[src/rtl/exc_entry_pkg.sv]
package exc_entry_pkg;

  typedef enum logic [2:0] {
    S_IDLE, S_CLASSIFY, S_SPILL, S_SAVE_SP,
    S_SCRUB, S_SWITCH_SP, S_PUSH_FRAME, S_VECTOR
  } seq_state_t;

  // k-th spilled register: ascending order, stack pointer skipped
  function automatic int unsigned spill_reg(int unsigned k, int unsigned sp_idx);
    return (k < sp_idx) ? k : k + 1;
  endfunction

endpackage

[src/rtl/exc_step_ctr.sv]
module exc_step_ctr #(
  parameter int CNT_W = 4
) (
  input  logic             clk,
  input  logic             rst_n,
  input  logic             clr,
  output logic [CNT_W-1:0] cnt
);
  always_ff @(posedge clk or negedge rst_n) begin
    if (!rst_n)   cnt <= '0;
    else if (clr) cnt <= '0;
    else          cnt <= cnt + 1'b1;
  end
endmodule

[src/rtl/exc_classify.sv]
module exc_classify #(
  parameter int XLEN    = 32,
  parameter int NREGION = 4,
  parameter int OS_IDX  = 3,
  parameter bit HIDE_IP = 1'b1,
  localparam int MIDX_W = $clog2(NREGION)
) (
  input  logic              clk,
  input  logic              rst_n,
  input  logic              cap,
  input  logic              lat,
  input  logic [XLEN-1:0]   exc_ip,
  input  logic [XLEN-1:0]   exc_code,
  input  logic              mpu_hit,
  input  logic [MIDX_W-1:0] mpu_idx,
  input  logic [XLEN-1:0]   mpu_entry,
  output logic              prot_now,
  output logic              prot_q,
  output logic              in_os_q,
  output logic [MIDX_W-1:0] idx_q,
  output logic [XLEN-1:0]   ip_q,
  output logic [XLEN-1:0]   code_q,
  output logic [XLEN-1:0]   rep_ip
);
  logic os_now;
  assign os_now   = mpu_hit && (mpu_idx == MIDX_W'(OS_IDX));
  assign prot_now = mpu_hit && !os_now;

  always_ff @(posedge clk or negedge rst_n) begin
    if (!rst_n) begin
      ip_q <= '0; code_q <= '0;
      prot_q <= 1'b0; in_os_q <= 1'b0; idx_q <= '0;
    end else begin
      if (cap) begin
        ip_q   <= exc_ip;
        code_q <= exc_code;
      end
      if (lat) begin
        prot_q  <= prot_now;
        in_os_q <= os_now;
        idx_q   <= mpu_idx;
      end
    end
  end

  generate
    if (HIDE_IP) begin : g_hide
      logic [XLEN-1:0] entry_q;
      always_ff @(posedge clk or negedge rst_n) begin
        if (!rst_n)   entry_q <= '0;
        else if (lat) entry_q <= mpu_entry;
      end
      assign rep_ip = prot_q ? entry_q : ip_q;
    end else begin : g_show
      assign rep_ip = ip_q;
    end
  endgenerate

  // a protected verdict never coexists with the OS region
  p_prot_not_os_r2: assert property (@(posedge clk) disable iff (!rst_n)
    $past(lat) |-> !(prot_q && in_os_q));
endmodule

[src/rtl/exc_entry_fsm.sv]
module exc_entry_fsm
  import exc_entry_pkg::*;
#(
  parameter int XLEN       = 32,
  parameter int NREG       = 8,
  parameter int SP_IDX     = 1,
  parameter int NREGION    = 4,
  parameter int unsigned TBL_BASE   = 32'h400,
  parameter int unsigned TBL_STRIDE = 16,
  localparam int RIDX_W = $clog2(NREG),
  localparam int MIDX_W = $clog2(NREGION),
  localparam int CNT_W  = $clog2(NREG + 1),
  localparam int WB     = XLEN / 8
) (
  input  logic              clk,
  input  logic              rst_n,
  input  logic              exc_req,
  input  logic [CNT_W-1:0]  cnt,
  output logic              ctr_clr,
  input  logic              prot_now,
  input  logic              in_os_q,
  input  logic [MIDX_W-1:0] idx_q,
  input  logic [XLEN-1:0]   code_q,
  input  logic [XLEN-1:0]   rep_ip,
  input  logic [XLEN-1:0]   os_sp,
  input  logic [XLEN-1:0]   hnd_vec,
  output logic              exc_ack,
  output logic              lat,
  output logic [RIDX_W-1:0] rf_raddr,
  input  logic [XLEN-1:0]   rf_rdata,
  output logic              rf_we,
  output logic [RIDX_W-1:0] rf_waddr,
  output logic [XLEN-1:0]   rf_wdata,
  output logic              mem_we,
  output logic [XLEN-1:0]   mem_addr,
  output logic [XLEN-1:0]   mem_wdata,
  output logic              pc_we,
  output logic [XLEN-1:0]   pc_next,
  output logic              done
);
  seq_state_t st, nxt;
  logic [XLEN-1:0] sp_q, fsp_q;

  function automatic logic [XLEN-1:0] below(logic [XLEN-1:0] base, int unsigned n);
    return base - XLEN'(n) * XLEN'(WB);
  endfunction

  function automatic logic [XLEN-1:0] row_addr(logic [MIDX_W-1:0] idx);
    return XLEN'(TBL_BASE) + XLEN'(idx) * XLEN'(TBL_STRIDE);
  endfunction

  // events brought out for the assertions
  logic spill_evt, scrub_evt, push_evt;
  assign spill_evt = (st == S_SPILL);
  assign scrub_evt = (st == S_SCRUB);
  assign push_evt  = (st == S_PUSH_FRAME);

  always_comb begin
    nxt = st; ctr_clr = 1'b0;
    exc_ack = 1'b0; lat = 1'b0;
    rf_raddr = RIDX_W'(SP_IDX);
    rf_we = 1'b0; rf_waddr = '0; rf_wdata = '0;
    mem_we = 1'b0; mem_addr = '0; mem_wdata = '0;
    pc_we = 1'b0; pc_next = '0; done = 1'b0;
    unique case (st)
      S_IDLE: begin
        ctr_clr = 1'b1;
        if (exc_req) begin
          exc_ack = 1'b1;
          nxt = S_CLASSIFY;
        end
      end
      S_CLASSIFY: begin
        if (cnt == CNT_W'(1)) begin
          lat = 1'b1; ctr_clr = 1'b1;
          nxt = prot_now ? S_SPILL : S_SWITCH_SP;
        end
      end
      S_SPILL: begin
        rf_raddr  = RIDX_W'(spill_reg(int'(cnt), SP_IDX));
        mem_we    = 1'b1;
        mem_addr  = below(sp_q, int'(cnt) + 1);
        mem_wdata = rf_rdata;
        if (cnt == CNT_W'(NREG - 2)) begin
          ctr_clr = 1'b1; nxt = S_SAVE_SP;
        end
      end
      S_SAVE_SP: begin
        mem_we    = 1'b1;
        mem_addr  = row_addr(idx_q);
        mem_wdata = below(sp_q, NREG - 1);
        ctr_clr   = 1'b1; nxt = S_SCRUB;
      end
      S_SCRUB: begin
        rf_we    = 1'b1;
        rf_waddr = RIDX_W'(cnt);
        rf_wdata = '0;
        if (cnt == CNT_W'(NREG - 1)) begin
          ctr_clr = 1'b1; nxt = S_SWITCH_SP;
        end
      end
      S_SWITCH_SP: begin
        ctr_clr = 1'b1; nxt = S_PUSH_FRAME;
      end
      S_PUSH_FRAME: begin
        mem_we = 1'b1;
        if (cnt == '0) begin
          mem_addr = below(fsp_q, 1); mem_wdata = rep_ip;
        end else begin
          mem_addr = below(fsp_q, 2); mem_wdata = code_q;
          ctr_clr  = 1'b1; nxt = S_VECTOR;
        end
      end
      S_VECTOR: begin
        rf_we    = 1'b1;
        rf_waddr = RIDX_W'(SP_IDX);
        rf_wdata = below(fsp_q, 2);
        pc_we = 1'b1; pc_next = hnd_vec; done = 1'b1;
        ctr_clr = 1'b1; nxt = S_IDLE;
      end
      default: nxt = S_IDLE;
    endcase
  end

  always_ff @(posedge clk or negedge rst_n) begin
    if (!rst_n) begin
      st <= S_IDLE; sp_q <= '0; fsp_q <= '0;
    end else begin
      st <= nxt;
      if (lat) sp_q <= rf_rdata;
      if (st == S_SWITCH_SP) fsp_q <= in_os_q ? sp_q : os_sp;
    end
  end

  // acceptance leaves idle at once, so no back-to-back acks
  p_ack_once_r11: assert property (@(posedge clk) disable iff (!rst_n)
    exc_ack |=> !exc_ack);
  // handler entry is a single-cycle pulse right after the frame push
  p_done_pulse_r9: assert property (@(posedge clk) disable iff (!rst_n)
    done |=> !done);
  p_done_after_push_r7: assert property (@(posedge clk) disable iff (!rst_n)
    done |-> $past(push_evt));
  // spill addresses step down by one word from a frozen base
  p_spill_desc_r3: assert property (@(posedge clk) disable iff (!rst_n)
    (spill_evt && $past(spill_evt)) |-> (mem_addr == $past(mem_addr) - XLEN'(WB)));
  p_spill_base_stable_r3: assert property (@(posedge clk) disable iff (!rst_n)
    (spill_evt && $past(spill_evt)) |-> $stable(sp_q));
  // scrubbing touches registers only, never memory
  p_scrub_no_mem_r5: assert property (@(posedge clk) disable iff (!rst_n)
    scrub_evt |-> (!mem_we && rf_we));
endmodule

[src/rtl/exc_entry_seq.sv]
module exc_entry_seq #(
  parameter int XLEN       = 32,
  parameter int NREG       = 8,
  parameter int SP_IDX     = 1,
  parameter int NREGION    = 4,
  parameter int OS_IDX     = 3,
  parameter int unsigned TBL_BASE   = 32'h400,
  parameter int unsigned TBL_STRIDE = 16,
  parameter bit HIDE_IP    = 1'b1,
  localparam int RIDX_W = $clog2(NREG),
  localparam int MIDX_W = $clog2(NREGION),
  localparam int CNT_W  = $clog2(NREG + 1)
) (
  input  logic              clk,
  input  logic              rst_n,
  input  logic              exc_req,
  input  logic [XLEN-1:0]   exc_ip,
  input  logic [XLEN-1:0]   exc_code,
  output logic              exc_ack,
  output logic [XLEN-1:0]   lu_ip,
  input  logic              mpu_hit,
  input  logic [MIDX_W-1:0] mpu_idx,
  input  logic [XLEN-1:0]   mpu_entry,
  input  logic [XLEN-1:0]   os_sp,
  input  logic [XLEN-1:0]   hnd_vec,
  output logic [RIDX_W-1:0] rf_raddr,
  input  logic [XLEN-1:0]   rf_rdata,
  output logic              rf_we,
  output logic [RIDX_W-1:0] rf_waddr,
  output logic [XLEN-1:0]   rf_wdata,
  output logic              mem_we,
  output logic [XLEN-1:0]   mem_addr,
  output logic [XLEN-1:0]   mem_wdata,
  output logic              pc_we,
  output logic [XLEN-1:0]   pc_next,
  output logic              done
);
  logic [CNT_W-1:0]  cnt;
  logic              ctr_clr, lat, prot_now, prot_q, in_os_q;
  logic [MIDX_W-1:0] idx_q;
  logic [XLEN-1:0]   ip_q, code_q, rep_ip;

  exc_step_ctr #(.CNT_W(CNT_W)) u_ctr (
    .clk(clk), .rst_n(rst_n), .clr(ctr_clr), .cnt(cnt));

  exc_classify #(.XLEN(XLEN), .NREGION(NREGION), .OS_IDX(OS_IDX), .HIDE_IP(HIDE_IP)) u_cls (
    .clk(clk), .rst_n(rst_n), .cap(exc_ack), .lat(lat),
    .exc_ip(exc_ip), .exc_code(exc_code),
    .mpu_hit(mpu_hit), .mpu_idx(mpu_idx), .mpu_entry(mpu_entry),
    .prot_now(prot_now), .prot_q(prot_q), .in_os_q(in_os_q), .idx_q(idx_q),
    .ip_q(ip_q), .code_q(code_q), .rep_ip(rep_ip));

  exc_entry_fsm #(.XLEN(XLEN), .NREG(NREG), .SP_IDX(SP_IDX), .NREGION(NREGION),
                  .TBL_BASE(TBL_BASE), .TBL_STRIDE(TBL_STRIDE)) u_fsm (
    .clk(clk), .rst_n(rst_n), .exc_req(exc_req), .cnt(cnt), .ctr_clr(ctr_clr),
    .prot_now(prot_now), .in_os_q(in_os_q), .idx_q(idx_q), .code_q(code_q),
    .rep_ip(rep_ip), .os_sp(os_sp), .hnd_vec(hnd_vec),
    .exc_ack(exc_ack), .lat(lat),
    .rf_raddr(rf_raddr), .rf_rdata(rf_rdata),
    .rf_we(rf_we), .rf_waddr(rf_waddr), .rf_wdata(rf_wdata),
    .mem_we(mem_we), .mem_addr(mem_addr), .mem_wdata(mem_wdata),
    .pc_we(pc_we), .pc_next(pc_next), .done(done));

  assign lu_ip = ip_q;

  // a plain (unprotected) entry never clears registers
  p_plain_no_scrub_r12: assert property (@(posedge clk) disable iff (!rst_n)
    (!prot_q && rf_we) |-> (rf_waddr == RIDX_W'(SP_IDX)));
endmodule

[config.mk]
export PLATFORM = sky130hd
export DESIGN_NAME = exc_entry_seq
export DESIGN_NICKNAME = d
export VERILOG_FILES = /design/src/rtl/exc_entry_pkg.sv /design/src/rtl/exc_step_ctr.sv /design/src/rtl/exc_classify.sv /design/src/rtl/exc_entry_fsm.sv /design/src/rtl/exc_entry_seq.sv
export SDC_FILE = /design/constraint.sdc
export NUM_CORES = 1
export LEC_CHECK = 0
export ABC_AREA = 1
export BUFFER_PORTS_ARGS = -buffer_cell sky130_fd_sc_hd__buf_2
export CORE_MARGIN = 5
export CORE_UTILIZATION = 50
export CTS_CLUSTER_DIAMETER = 60
export DETAILED_ROUTE_END_ITERATION = 10
export PLACE_DENSITY = 0.76
export SYNTH_ARGS = -nofsm -noshare
export SYNTH_HDL_FRONTEND = slang
export SYNTH_SLANG_ARGS = --single-unit
[constraint.sdc]
create_clock -name clk -period 2.4 [get_ports clk]
set_input_delay 0.24 -clock clk [delete_from_list [all_inputs] [get_ports clk]]
set_output_delay 0.24 -clock clk [all_outputs]
set_load 0.02 [all_outputs]
==> results of run 1 <==
-- layout make-up --
| cell class | instances | area [sq um] | area share [%] |
|---|---|---|---|
| Multi-Input combinational cell | 1239 | 7890 | 42.6 |
| Timing Repair Buffer | 594 | 4400 | 23.8 |
| Sequential cell | 171 | 4310 | 23.3 |
| Inverter | 234 | 928 | 5.02 |
| Clock buffer | 17 | 425 | 2.30 |
| Tap cell | 319 | 399 | 2.16 |
| Clock inverter | 14 | 149 | 0.805 |
-- metrics by stage --
step                      cell area [sq um]  hold slack [ps]  worst slack [ps]
after floorplan                       11700            -55.6              6.11
after detailed placement              14600              231              -190
after global placement                14600              229              -145
after global routing                  18500           -0.310              -627
final                                 18500             1.54              -479
after CTS                             16700            0.564              -397
-- power by group --
group	switching (W)	internal [W]	total [W]
clock	0.00144	0.00139	0.00283
sequential	0.00138	0.00436	0.00574
combinational	0.0100	0.00635	0.0164
-- kinds of logic after synthesis --
| group | count (synthesis) |
|---|---|
| mux | 14 |
| fa+ha+maj | 12 |
| simple gates | 859 |
| xor+xnor | 31 |
| compound gates | 322 |
| flops | 171 |
| buf+inv | 309 |
-- worst paths after layout --
check                                           end                     from
setup / recovery                       mem_addr[26]             u_ctr.cnt[1]
max in group asynchronous            u_fsm.sp_q[16]                    rst_n
setup reg to reg                        u_fsm.st[0]             u_ctr.cnt[1]
hold reg to reg             u_cls.g_hide.entry_q[8]  u_cls.g_hide.entry_q[8]
hold / removal             u_cls.g_hide.entry_q[25]            mpu_entry[25]
min in group asynchronous   u_cls.g_hide.entry_q[2]                    rst_n
-- worst max-delay path, cell delays in order (launching register included) --
cell      delay, ps
dfrtp_1         420
ha_2            230
nand2_2          70
inv_2            80
nand2_2          60
ha_4            310
buf_6           120
nand3_4          90
nand3b_1        280
nand3_2         140
nor2_1           40
o21ai_1         170
buf_4           170
-- routing by layer --
metal | share of wire (%) | track usage, % | wire, microns | vias up
met5 | 0.064 | 0 | 35 | -
met4 | 4.9 | 16.7 | 2670 | 6
met3 | 10 | 5.67 | 5610 | 180
met2 | 47 | 61.5 | 25800 | 1017
met1 | 38 | 50.3 | 20500 | 6928
li1 | - | - | - | 6649
-- layout by cell type, fill, tap and decap left out, types with 5 or more instances in the layout --
cell           Yosys  layout
inv_8              0       5
nor2_2            14      35
buf_6              8      91
a21oi_1           33      27
buf_2             19     291
nand3_1          121      67
o211ai_1          47      47
a22oi_2            0       5
inv_2              9      28
buf_12             0      18
nand3_4            0      15
xor2_1            30      17
nand2_4            0      23
dfrtp_1          171     148
buf_4             10     178
o2111ai_1         21       7
o22ai_1            6       5
nand2_2            5      52
nand2_1          484     412
o21ai_0          187     163
ha_4               0       6
nor2_1           187     111
mux2_2            14      14
o21ai_1            2      13
nor2_4             5      61
dfrtp_2            0      23
o2111ai_2          0      11
o21ai_2            1      11
nor3_2             5       5
nor3_4             3       7
nand3_2            3      42
xor2_2             0      13
dlygate4sd3_1      0      10
inv_4              0      10
inv_1            225     192
nand4_1           18      18
clkbuf_16          0      19
a21oi_2            1       6
-- repair_timing --
action / in CTS / in global routing
hold buffers: 10 / 0
hold endpoints to repair: 58 / 0
cloned: 2 / 2
setup endpoints to repair: 83 / 86
pin swaps: 85 / 111
gates resized for setup: 318 / 344
buffers inserted: 37 / 62
-- flip-flops by register name (all words and copies together) (netlist names), 2 cells and up --
| signal | count |
|---|---|
| u_cls.code_q | 32 |
| u_cls.g_hide.entry_q | 32 |
| u_cls.idx_q | 2 |
| u_cls.ip_q | 32 |
| u_ctr.cnt | 4 |
| u_fsm.fsp_q | 32 |
| u_fsm.sp_q | 32 |
| u_fsm.st | 3 |
==> flow_summary.yaml, run 1 <==
logic_synthesis:
  syn_avg_cell_area_sq_um: 6.80
  synth-async-reset-ratio_pct: 100
  synthMostInstantiatedCell: "nand2_1"
  syn-cell-area_sq_um: 11700
  synth_top_family_by_area: "simple AND/OR/NAND/NOR gates"
  synth_compound_area_share_pct: 16.2
  synth_nets: 1928
  synth_commonest_cells: "nand2_1 (484), inv_1 (225), nor2_1 (187), o21ai_0 (187), dfrtp_1 (171)"
  synthCells: 1718
  muxShareOfSynthArea_pct: 1.35
  synth_xor_area_share_pct: 2.32
  yosys.area_share.simple_pct: 31.2
  ys_seq_area_share_pct: 36.6
  yosys_warnings: 0
  synth_top_cell_by_area: "dfrtp_1"
  netlist-cell-type-count: 46
  synth_top_area_share_pct: 36.6
  synthFlopType: "dfrtp_1"
  ys_seq_elements: 171
  synthTopCellsByArea: "dfrtp_1 (37%), nand2_1 (16%), o21ai_0 (8.0%), inv_1 (7.2%), nor2_1 (6.0%)"
  synthAdderAreaFrac_pct: 1.35
  synth_edf_count: 0
pwr:
  power_w: 0.0249
  vdd_ir_drop_max_mv: 0.788
  p_leak_nw: 8.96
  power_density_nw_per_um2: 1350
clock_tree:
  cts.clk_slew.worst_paths_ps: 80
  clock-root-buffer: "clkbuf_16"
  cts_tree: "yes"
  cts_max_level: 4
  cts_buffers: 17
  clockBufferDepth: 2
  cts.sinks: 171
  clk_latency_ps: 450
grt:
  antenna_found_initial: 3
  grt_start_max_net_pins: 84
  grt_pass1_vias: 13900
  grt_usage_pct: 37.8
  grt_pass1_wl_microns: 77900
  grt.overflow.total: 0
critical_path:
  cp_max_fo: 4
  r2r_cells: 13
  required_ps: 2160
  cp.arrival_ps: 2640
  critPathKind: "register to output pin"
  cp-end-kind: "output pin"
  r2r_slack_ps: 350
  cp-start-kind: "register"
die:
  placementRows: 56
  die-area_sq_um: 26500
  dieHeight_microns: 163
  initial_core_util_pct: 50.2
  ioPinCount: 369
  dieWidth_microns: 163
  core_sq_um: 23300
drt:
  drc: 0
  drtAntennaViolNets: 0
  wl_per_cell_microns: 21.1
  drt_iter0_drc: 1627
  routed_wl_microns: 54700
  first_pass_iters: 6
  vias_per_cell: 5.71
  vias: 14800
place:
  dp_hpwl_microns: 37900
  place_congestion: 0.986
  numPortBuffers: 368
  placed_cells: 2452
layout:
  utilization_pct: 79.5
  layout-drive-gt1-share_pct: 44.6
  syn2layout_area_growth_pct: 58.3
  nNetsFinal: 2467
  fill_cells: 1598
  stdcell_count: 2588
  antenna_cells: 0
timing:
  skew_ps: 19.9
  rsz0062_at_grt: "yes"
  finalSetupTns_ps: -15110
  final.min_clock_period_ps: 2880
  tightest_slew_ps: 688
  maxSlewViolCount: 0
  finalHoldViolCount: 0
  post-route-period-util_pct: 120
  report.final.setup_viol: 71
  setup_slack_ps: -479
  fmax_ghz: 0.347
  slew_headroom_pct: 54.1
hold_path:
  min_path_cells: 3
  hp-class: "input pin to register"
flow_run:
  cap_violations: 0
outcome:
  violations: "setup timing"
  status: "complete, but fails checks"
Note: power is estimated with default switching activity, not from simulation.
==> inputs of run 2 (changes only) <==
--- a/config.mk
+++ b/config.mk
@@ -8,10 +8,11 @@
 export ABC_AREA = 1
 export BUFFER_PORTS_ARGS = -buffer_cell sky130_fd_sc_hd__buf_2
 export CORE_MARGIN = 5
-export CORE_UTILIZATION = 50
+export CORE_UTILIZATION = 37
 export CTS_CLUSTER_DIAMETER = 60
 export DETAILED_ROUTE_END_ITERATION = 10
-export PLACE_DENSITY = 0.76
+export PLACE_DENSITY = 0.58
 export SYNTH_ARGS = -nofsm -noshare
 export SYNTH_HDL_FRONTEND = slang
+export SYNTH_HIERARCHICAL = 1
 export SYNTH_SLANG_ARGS = --single-unit
==> run 2 against run 1 <==
  * The flow still finishes with violations (setup timing)
  * Clock skew is 11 ps lower
  * Worst setup slack worse by 100 ps
  * Synthesized area rose by 1.5%
  * Non-clock buffer count rose by 27
  * First-iteration DRC count down 28%
  * Die area increased by 35%
  * Flip-flop and latch count unchanged
  * Critical endpoint is now mem_addr[10]
==> flow_summary.yaml, run 2 <==
logic_synthesis:
  synthTopCellsByArea: "dfrtp_1 (36%), nand2_1 (17%), o21ai_0 (8.6%), inv_1 (7.3%), nand3_1 (7.3%)"
  yosys_warnings: 6
  synth_top_area_share_pct: 36.1
  netlist-cell-type-count: 43
  ys_seq_area_share_pct: 36.1
  synth_edf_count: 0
  syn-cell-area_sq_um: 11900
  syn_avg_cell_area_sq_um: 6.59
  synthCells: 1801
  synth_top_cell_by_area: "dfrtp_1"
  synth_nets: 2014
  synthFlopType: "dfrtp_1"
  synthMostInstantiatedCell: "nand2_1"
  synth_commonest_cells: "nand2_1 (544), inv_1 (232), o21ai_0 (204)"
  ys_seq_elements: 171
  synth-async-reset-ratio_pct: 100
die:
  placementRows: 65
  ioPinCount: 369
  core_sq_um: 31600
  die-area_sq_um: 35700
  dieWidth_microns: 189
  initial_core_util_pct: 37.5
  dieHeight_microns: 189
critical_path:
  critPathKind: "register to output pin"
  cp-end-kind: "output pin"
  crit_slowest_cell: "dfrtp_2"
  critical-path-top-delay-family: "buffers and inverters"
  critical_path.max_stage_delay_ps: 430
  path_cells: "inv_2, buf_4, ha_4, fa_2, inv_2, nand3_2, nand2_4, nand2_4, nand2_8, buf_6, a21oi_1, o21ai_1, nand3_2, buf_6"
  cp.arrival_ps: 2740
  crit_buf_inv: 5
  r2r_slack_ps: 150
  cp-start-kind: "register"
  cp_max_fo: 4
  required_ps: 2160
drt:
  top_layer: "met5"
  drt_iter0_drc: 1177
  drc: 0
  vias: 14600
  vias_per_cell: 5.26
  drtAntennaViolNets: 0
  wl_per_cell_microns: 20.4
  wl_met1_microns: 24300
  first_pass_iters: 5
  wl_met3_microns: 4390
  met2_length_microns: 26500
  routed_wl_microns: 56800
grt:
  grt_usage_pct: 30.0
  grt.overflow.total: 0
  grt_start_max_net_pins: 65
  grt_pass1_wl_microns: 82600
  antenna_found_initial: 2
  grt_pass1_vias: 13900
pwr:
  vdd_ir_drop_max_mv: 0.694
  swShare_pct: 50.5
  p_seq_share_pct: 24.6
  p_leak_nw: 9.37
  intPower_w: 0.0118
  p_clk_share_pct: 12.9
  p_comb_share_pct: 62.4
  switching_power_w: 0.0120
  power_density_nw_per_um2: 1270
clock_tree:
  cts.sinks: 171
  cts.clk_slew.worst_paths_ps: 70
  cts_tree: "yes"
  cts_max_level: 4
  cts_buffers: 17
  clk_latency_ps: 450
  clockBufferDepth: 2
  clock-root-buffer: "clkbuf_16"
place:
  place_congestion: 0.951
  placed_cells: 2605
  numPortBuffers: 368
  dp_hpwl_microns: 41000
timing:
  fmax_ghz: 0.336
  tightest_slew_ps: 702
  setup_slack_ps: -579
  skew_ps: 9.13
  final.min_clock_period_ps: 2980
  rsz0062_at_grt: "yes"
  post-route-period-util_pct: 124
  report.final.setup_viol: 58
  maxSlewViolCount: 0
  hold_slack_ps: 14.4
  finalHoldViolCount: 0
  slew_headroom_pct: 53.1
layout:
  stdcell_count: 2781
  nNetsFinal: 2578
  syn2layout_area_growth_pct: 58.3
  layout-drive-gt1-share_pct: 38.7
  final_cell_mix: "nand2_1 (482), buf_2 (301), inv_1 (197)"
  fill_cells: 3006
  final_common_cell: "nand2_1"
outcome:
  violations: "setup timing"
  status: "complete, but fails checks"
hold_path:
  hp-class: "input pin to register"
flow_run:
  cap_violations: 0
-- run 2: cell types whose count changed in the layout (fill, tap and decap cells not counted), sizes merged, moves of 8 or more --
| cell | before | now |
|---|---|---|
| dlygate4sd3 | 10 | 71 |
| nand2 | 489 | 549 |
| nand3 | 124 | 179 |
| buf | 581 | 546 |
| o21ai | 190 | 225 |
| o2111ai | 21 | 2 |
| a22oi | 8 | 26 |
| mux2 | 14 | 0 |
| nor2 | 208 | 194 |
| xor2 | 30 | 17 |
| o211ai | 47 | 36 |
| nand4 | 18 | 8 |
| clkbuf | 20 | 28 |
-- run 2: metrics by stage --
stage | setup TNS, ps | util (%) | setup WS (ps) | total power (W) | area, sq um
detailed placement | -4060 | 46.7 | -255 | 0.0167 | 14800
finish | -15920 | 59.3 | -579 | 0.0238 | 18800
global route | -22360 | 59.3 | -683 | 0.0252 | 18800
floorplan | 0 | - | 23.6 | 0.0121 | 11900
global placement | -3150 | 46.7 | -207 | 0.0167 | 14800
CTS | -16490 | 55.1 | -554 | 0.0217 | 17400
-- run 2: tightest hold or removal path, cell delays in order --
cell and delay, ps:
buf_2 90, nand2_1 40, nand2_1 50
-- run 2: layer usage --
metal | vias to the layer above | GRT usage, %
met5 | - | 0
met4 | 2 | 8.74
met3 | 89 | 5.48
met2 | 686 | 49.3
met1 | 6953 | 40.5
li1 | 6910 | -
-- run 2: power by group through the flow --
stage	Combinational, W	Sequential, W	Clock [W]
6_report	0.0148	0.00585	0.00307
5_1_grt	0.0159	0.00602	0.00324
4_1_cts	0.0129	0.00568	0.00312
3_5_place_dp	0.0111	0.00563	0
3_3_place_gp	0.0110	0.00562	0
2_1_floorplan	0.00655	0.00552	0
-- run 2: area by class of cell --
| cell class | count | area (sq um) | share of cell area, % |
|---|---|---|---|
| Clock inverter | 8 | 155 | 0.827 |
| Timing Repair Buffer | 621 | 4730 | 25.2 |
| Antenna cell | 1 | 2.50 | 0.0133 |
| Inverter | 241 | 945 | 5.03 |
| Clock buffer | 24 | 472 | 2.51 |
| Sequential cell | 171 | 4300 | 22.9 |
| Tap cell | 402 | 503 | 2.68 |
| Multi-Input combinational cell | 1313 | 7660 | 40.8 |
-- run 2: worst paths after layout --
kind | from | endpoint | cells past startpoint
setup reg to reg | u_ctr/cnt[3] | u_ctr/cnt[2] | 15
hold / removal | mpu_idx[1] | u_cls/idx_q[1] | 3
setup / recovery | u_ctr/cnt[0] | mem_addr[10] | 14
max in group asynchronous | rst_n | u_fsm/fsp_q[6] | 3
hold reg to reg | u_cls/g_hide.entry_q[23] | u_cls/g_hide.entry_q[23] | 2
min in group asynchronous | rst_n | u_fsm/fsp_q[19] | 2
-- run 2: timing repair --
action,CTS,global route
setup buffers,30,38
resized for setup,280,295
setup endpoints to repair,85,83
endpoints found under the hold margin,120,0
hold buffers,71,0
cloned,6,3
pin swaps,52,94
-- run 2: cell families (layout without fill, tap and decap cells) --
logic type	Yosys count	after routing	synth area share, %
AND/OR/NAND/NOR	949	949	33.7
AO/OA/AOI/OAI	330	330	15.7
buffers and inverters	317	894	11.5
flip-flops	171	171	36.1
XOR/XNOR	19	19	1.40
adder cells (fa/ha/maj)	15	15	1.65
other	0	1	0
